==> src/rtl/cbc_pkg.sv <==
package cbc_pkg;

    localparam int BUS_W = 8;
    localparam int RES_W = 12;
    localparam int HI_W  = RES_W - BUS_W;
    localparam int CH_W  = 3;

    typedef enum logic [1:0] {
        PM_NORM_EXT = 2'b00,
        PM_NORM_INT = 2'b01,
        PM_STANDBY  = 2'b10,
        PM_FULL     = 2'b11
    } pmode_e;

    // Field order follows the control byte, MSB first.
    typedef struct packed {
        pmode_e             pm;
        logic               acq_ext;
        logic               rng_full;
        logic               bip;
        logic [CH_W-1:0]    ch;
    } ctrl_t;

    typedef enum logic [1:0] {
        SQ_IDLE,
        SQ_ACQ_INT,
        SQ_ACQ_EXT,
        SQ_CONV
    } seq_e;

    function automatic ctrl_t unpack_ctrl(input logic [BUS_W-1:0] b);
        return ctrl_t'(b);
    endfunction

    function automatic logic [RES_W-1:0] fmt_code(input logic [RES_W-1:0] level,
                                                   input logic bip);
        return bip ? (level ^ {1'b1, {(RES_W-1){1'b0}}}) : level;
    endfunction

    function automatic logic [BUS_W-1:0] hi_byte(input logic [RES_W-1:0] r,
                                                  input logic bip);
        return {{(BUS_W-HI_W){bip & r[RES_W-1]}}, r[RES_W-1:BUS_W]};
    endfunction

endpackage

==> src/rtl/cbc_bus_if.sv <==
module cbc_bus_if
    import cbc_pkg::*;
(
    input  logic             clk,
    input  logic             rst,
    input  logic             cs_n,
    input  logic             wr_n,
    input  logic             rd_n,
    input  logic             hben,
    input  logic [RES_W-1:0] result,
    input  logic             res_bip,
    output logic             wr_pulse,
    output logic             rd_pulse,
    output logic [BUS_W-1:0] data_o,
    output logic             data_oe
);
    logic wr_act, rd_act, wr_q, rd_q;

    assign wr_act = !cs_n && !wr_n;
    assign rd_act = !cs_n && !rd_n;

    always_ff @(posedge clk) begin
        if (rst) begin
            wr_q <= 1'b0;
            rd_q <= 1'b0;
        end else begin
            wr_q <= wr_act;
            rd_q <= rd_act;
        end
    end

    assign wr_pulse = wr_act && !wr_q;
    assign rd_pulse = rd_act && !rd_q;
    assign data_oe  = rd_act;

    always_comb begin
        if (!rd_act)
            data_o = '0;
        else if (hben)
            data_o = hi_byte(result, res_bip);
        else
            data_o = result[BUS_W-1:0];
    end
endmodule

==> src/rtl/cbc_ctrl_reg.sv <==
module cbc_ctrl_reg
    import cbc_pkg::*;
(
    input  logic             clk,
    input  logic             rst,
    input  logic             wr_pulse,
    input  logic [BUS_W-1:0] data_i,
    output ctrl_t            ctrl_q,
    output ctrl_t            ctrl_new,
    output logic             clk_int_q
);
    assign ctrl_new = unpack_ctrl(data_i);

    always_ff @(posedge clk) begin
        if (rst) begin
            ctrl_q    <= '0;
            clk_int_q <= 1'b0;
        end else if (wr_pulse) begin
            ctrl_q <= ctrl_new;
            // Power-down codes leave the clock source untouched.
            if (!ctrl_new.pm[1])
                clk_int_q <= ctrl_new.pm[0];
        end
    end
endmodule

==> src/rtl/cbc_seq.sv <==
module cbc_seq
    import cbc_pkg::*;
#(
    parameter int ACQ_CYC = 6
) (
    input  logic             clk,
    input  logic             rst,
    input  logic             wr_pulse,
    input  logic             rd_pulse,
    input  ctrl_t            ctrl_new,
    input  ctrl_t            ctrl_cur,
    input  logic             clk_int,
    input  logic             ext_step,
    input  logic [RES_W-1:0] sample_i,
    output logic             track,
    output logic             int_n,
    output logic [RES_W-1:0] result,
    output logic             res_bip
);
    localparam int CW = $clog2(ACQ_CYC + 1);
    localparam int IW = $clog2(RES_W);

    seq_e             st;
    logic [CW-1:0]    cnt;
    logic [IW-1:0]    idx;
    logic [RES_W-1:0] hold_q, sar_q, trial, sar_nxt;
    logic             conv_bip;
    logic             step;

    assign trial   = sar_q | (RES_W'(1) << idx);
    assign sar_nxt = (trial <= hold_q) ? trial : sar_q;
    assign step    = clk_int || ext_step;
    assign track   = (st == SQ_ACQ_INT) || (st == SQ_ACQ_EXT);

    always_ff @(posedge clk) begin
        if (rst) begin
            st       <= SQ_IDLE;
            cnt      <= '0;
            idx      <= '0;
            hold_q   <= '0;
            sar_q    <= '0;
            conv_bip <= 1'b0;
            result   <= '0;
            res_bip  <= 1'b0;
            int_n    <= 1'b1;
        end else begin
            if (rd_pulse)
                int_n <= 1'b1;
            if (wr_pulse && ctrl_new.pm[1]) begin
                st <= SQ_IDLE;
            end else if (wr_pulse && st != SQ_CONV) begin
                if (st == SQ_ACQ_EXT && ctrl_cur.acq_ext && !ctrl_new.acq_ext) begin
                    st       <= SQ_CONV;
                    hold_q   <= sample_i;
                    sar_q    <= '0;
                    idx      <= IW'(RES_W - 1);
                    conv_bip <= ctrl_new.bip;
                end else begin
                    st    <= ctrl_new.acq_ext ? SQ_ACQ_EXT : SQ_ACQ_INT;
                    cnt   <= '0;
                    int_n <= 1'b1;
                end
            end else begin
                case (st)
                    SQ_ACQ_INT: begin
                        if (cnt == CW'(ACQ_CYC - 1)) begin
                            st       <= SQ_CONV;
                            hold_q   <= sample_i;
                            sar_q    <= '0;
                            idx      <= IW'(RES_W - 1);
                            conv_bip <= ctrl_cur.bip;
                        end else begin
                            cnt <= cnt + 1'b1;
                        end
                    end
                    SQ_CONV: begin
                        if (step) begin
                            sar_q <= sar_nxt;
                            if (idx == '0) begin
                                st      <= SQ_IDLE;
                                result  <= fmt_code(sar_nxt, conv_bip);
                                res_bip <= conv_bip;
                                int_n   <= 1'b0;
                            end else begin
                                idx <= idx - 1'b1;
                            end
                        end
                    end
                    default: ;
                endcase
            end
        end
    end
endmodule

==> src/rtl/conv_bus_ctrl.sv <==
module conv_bus_ctrl
    import cbc_pkg::*;
#(
    parameter int ACQ_CYC = 6
) (
    input  logic             clk,
    input  logic             rst,
    input  logic             cs_n,
    input  logic             wr_n,
    input  logic             rd_n,
    input  logic             hben,
    input  logic [BUS_W-1:0] data_i,
    output logic [BUS_W-1:0] data_o,
    output logic             data_oe,
    input  logic [RES_W-1:0] sample_i,
    input  logic             ext_step,
    output logic [CH_W-1:0]  mux_sel,
    output logic             range_full,
    output logic             bipolar,
    output logic             int_clk_mode,
    output logic             pwr_standby,
    output logic             pwr_full,
    output logic             track,
    output logic             int_n
);
    logic             wr_pulse, rd_pulse, clk_int, res_bip;
    ctrl_t            ctrl_q, ctrl_new;
    logic [RES_W-1:0] result;

    cbc_bus_if u_bus (
        .clk(clk), .rst(rst), .cs_n(cs_n), .wr_n(wr_n), .rd_n(rd_n),
        .hben(hben), .result(result), .res_bip(res_bip),
        .wr_pulse(wr_pulse), .rd_pulse(rd_pulse),
        .data_o(data_o), .data_oe(data_oe)
    );

    cbc_ctrl_reg u_reg (
        .clk(clk), .rst(rst), .wr_pulse(wr_pulse), .data_i(data_i),
        .ctrl_q(ctrl_q), .ctrl_new(ctrl_new), .clk_int_q(clk_int)
    );

    cbc_seq #(.ACQ_CYC(ACQ_CYC)) u_seq (
        .clk(clk), .rst(rst), .wr_pulse(wr_pulse), .rd_pulse(rd_pulse),
        .ctrl_new(ctrl_new), .ctrl_cur(ctrl_q), .clk_int(clk_int),
        .ext_step(ext_step), .sample_i(sample_i),
        .track(track), .int_n(int_n), .result(result), .res_bip(res_bip)
    );

    assign mux_sel      = ctrl_q.ch;
    assign range_full   = ctrl_q.rng_full;
    assign bipolar      = ctrl_q.bip;
    assign int_clk_mode = clk_int;
    assign pwr_standby  = (ctrl_q.pm == PM_STANDBY);
    assign pwr_full     = (ctrl_q.pm == PM_FULL);
endmodule

==> config.mk <==
export PLATFORM = sky130hd
export DESIGN_NAME = conv_bus_ctrl
export DESIGN_NICKNAME = d
export VERILOG_FILES = /design/src/rtl/cbc_pkg.sv /design/src/rtl/cbc_bus_if.sv /design/src/rtl/cbc_ctrl_reg.sv /design/src/rtl/cbc_seq.sv /design/src/rtl/conv_bus_ctrl.sv
export SDC_FILE = /design/constraint.sdc
export NUM_CORES = 1
export LEC_CHECK = 0
export BUFFER_PORTS_ARGS = -buffer_cell sky130_fd_sc_hd__buf_2
export CORE_AREA = 4 4 84 86
export CTS_CLUSTER_SIZE = 10
export DETAILED_ROUTE_END_ITERATION = 10
export DIE_AREA = 0 0 88 90
export PLACE_DENSITY = 0.7
export SLEW_MARGIN = 20
export SYNTH_ARGS = -nofsm -noshare
export SYNTH_HDL_FRONTEND = slang
export SYNTH_SLANG_ARGS = --single-unit
==> constraint.sdc <==
create_clock -name clk -period 3.4 [get_ports clk]
set_input_delay 0.34 -clock clk [delete_from_list [all_inputs] [get_ports clk]]
set_output_delay 0.34 -clock clk [all_outputs]
set_load 0.02 [all_outputs]
==> flow_summary_export.csv <==
group,metric,value,unit
placement,hpwl,5020,microns
yosys,synthCells,370,
yosys,ys_seq_area_frac,0.380,
yosys,synth_area,3110,sq um
clock_network,worstSkewPairLatency,340,ps
die,rows,29,
detailed_routing,drc,0,
sta,grt_setup_unrepaired,"false",
power,p_leak,1.48,nW
placement,portBuffers,45,
sta,fin_crit,3110,ps
clock_network,cts.sinks,59,
die,fp.dieH,90,microns
detailed_routing,via_count,2655,
placement,gp_congestion,0.876,
critical_path,critPathTopFamily,"compound AO/OA/AOI/OAI gates",
critical_path,critical_path_peak_fanout,16,
layout,multi_input_area,1690,sq um
clock_network,cts_setup_buffers,0,
yosys,synthSimpleGateAreaFrac,0.199,
clock_network,cts_resized,0,
clock_network,path_clk_slew,60,ps
clock_network,cts_htree_levels,3,
layout,layout_commonest_cell,"dfxtp_1",
layout,mostFrequentLayoutCells,"dfxtp_1, buf_2, a21oi_1",
yosys,synth-seq-cells,59,
yosys,synth_top_family_by_area,"simple AND/OR/NAND/NOR gates",
sta,tns,0,ps
die,io_pins,46,
detailed_routing,wl_per_cell,14.2,microns
yosys,yosys.area.top_type,"dfxtp_1",
critical_path,crit_buf_inv,2,
critical_path,worstPathRequired,3660,ps
yosys,ys_types,45,
detailed_routing,ant_nets,0,
sta,tightest_slew,761,ps
layout,diodes,0,
grt,grt_pass1_wl,11500,microns
yosys,synth-adder-area-share,0.0927,
power,peakVddDrop,0.219,mV
layout,final_layout_size_suffix_gt1_frac,0.191,
grt,gr-usage-all-layers,0.184,
critical_path,cpMostUsedCell,"a21oi_1",
die,core_area,6280,sq um
sta,clock_skew,5.22,ps
critical_path,startpoint_type,"register",
worst_hold_path,hold_class,"in2reg",
critical_path,path_cells,"inv_1, ha_1, a21oi_1, inv_1, ha_1, a21oi_1, o21ai_0, a221oi_1, a21o_1, a21oi_1, nor3_1",
yosys,postSynth.topFlopCell,"dfxtp_1",
layout,fin_nets,458,
yosys,synth_edf_count,0,
layout,area_growth_syn_to_layout,13.4,%
detailed_routing,totalWireLength,6950,microns
clock_network,cts_hold_buf,0,
sta,setup_viol,0,
grt,grt_pass1_vias,2473,
clock_network,cts_tree,"yes",
sta,whs,186,ps
critical_path,slowest_delay,530,ps
sta,hold_violations,0,
detailed_routing,drt_iter0_drc,204,
die,die_w,88,microns
yosys,synth-xor-area-share,0.00564,
detailed_routing,first_pass_iters,4,
job,maxCapViolations,0,
clock_network,cts_root_buf,"clkbuf_8",
sta,fin_crit_sh,0.914,
sta,slew_violations,0,
clock_network,numCtsBuffers,9,
die,dieArea,7920,sq um
yosys,yosysWarnings,0,
sta,max_freq,0.322,GHz
yosys,synth.avg_cell_area,8.39,sq um
power,powerDensity,412,nW/um^2
sta,slew_headroom,0.489,
grt,grt_max_degree,29,
layout,ff_latch_area,1180,sq um
status,outcome,"finished clean",
critical_path,slowest_stage,"a21o_1",
yosys,synth-compound-area-share,0.191,
yosys,async_flop_share,0,
die,initial_core_util,0.495,
clock_network,clockBufferDepth,2,
yosys,ys_top_cells_by_area,"dfxtp_1, ha_1, a21oi_1",
yosys,synth_top_area_frac,0.380,
detailed_routing,viasPerCell,5.42,
grt,antenna_found_initial,0,
yosys,synthMuxAreaShare,0.0548,
critical_path,cp.arrival,3360,ps
yosys,synth_nets,420,
critical_path,cp-end-kind,"register",
grt,grt_overflow_total,0,
layout,fill_cells,594,
critical_path,worstSetupPathType,"reg2reg",
[per-stage QoR]
stage                     total power, mW  instances  worst slack [ps]   util  cell area, sq um
after floorplan                     0.805        370               850      -              3110
final                                1.45        490               293  0.561              3520
after global placement              0.838        474               533  0.531              3330
after detailed placement            0.841        474               360  0.531              3330
after global routing                 1.51        490              58.4  0.561              3520
after CTS                            1.46        490               289  0.561              3520
[routing by layer]
layer	global-route usage	vias up	wire length (microns)	share of wire
li1	-	1355	-	-
met2	0.284	63	3150	0.45
met3	0.0457	11	398	0.057
met1	0.242	1226	3270	0.47
met4	0.0767	0	136	0.020
met5	0	-	0	0
[area by class of cell]
class                           count  area share
Sequential cell                    59       0.335
Tap cell                           77      0.0274
Clock inverter                      2     0.00995
Multi-Input combinational cell    258       0.479
Timing Repair Buffer               49      0.0725
Clock buffer                       14      0.0433
Inverter                           31      0.0330
[state kept, by name (all words and copies together), names as in the netlist]
signal           count
u_seq.idx            4
u_seq.st             2
u_seq.res_bip        1
u_seq.cnt            3
u_seq.conv_bip       1
u_seq.sar_q         12
u_bus.wr_q           1
u_seq.result        12
u_seq.int_n          1
u_bus.rd_q           1
u_reg.ctrl_q         8
u_reg.clk_int_q      1
u_seq.hold_q        12
[report_power, final]
group | internal (mW) | switching, mW
logic | 0.0414 | 0.0747
registers | 0.702 | 0.00785
clock network | 0.359 | 0.266
[synthesized netlist by cell type, types with 3 or more instances]
library cell	n
buf_2	5
o21ai_0	12
nand4_1	3
or3_1	3
nand2_1	33
nand4b_1	3
o21a_1	4
ha_1	23
buf_4	3
and2_1	4
a211oi_1	11
mux2i_1	17
nand3_1	6
a21oi_1	43
nor2_1	39
inv_1	31
a21o_1	3
nor3_1	12
dfxtp_1	59
o2111ai_1	3
clkbuf_1	11
nor2b_1	3
nor3_2	9
buf_6	3
[final timing paths]
check / start / to / slack (ps) / depth (start not counted)
max reg2reg: u_seq.idx[1]$_SDFFE_PP0P_ / u_seq.sar_q[9]$_SDFFE_PP0P_ / 290 / 11
max: u_seq.idx[1]$_SDFFE_PP0P_ / u_seq.sar_q[9]$_SDFFE_PP0P_ / 290 / 11
min: wr_n / u_bus.wr_q$_SDFF_PP0_ / 190 / 2
min reg2reg: u_reg.ctrl_q[1]$_SDFFE_PP0P_ / u_reg.ctrl_q[1]$_SDFFE_PP0P_ / 450 / 2
[cell families after synthesis]
group                      after synthesis
AOI/OAI and AO/OA                       93
xor gates and xnor gates                 2
adders and majority gates               23
buffers and inverters                   53
DFF                                     59
muxes                                   17
and+or+nand+nor                        123
Note: power is estimated with default switching activity, not from simulation.
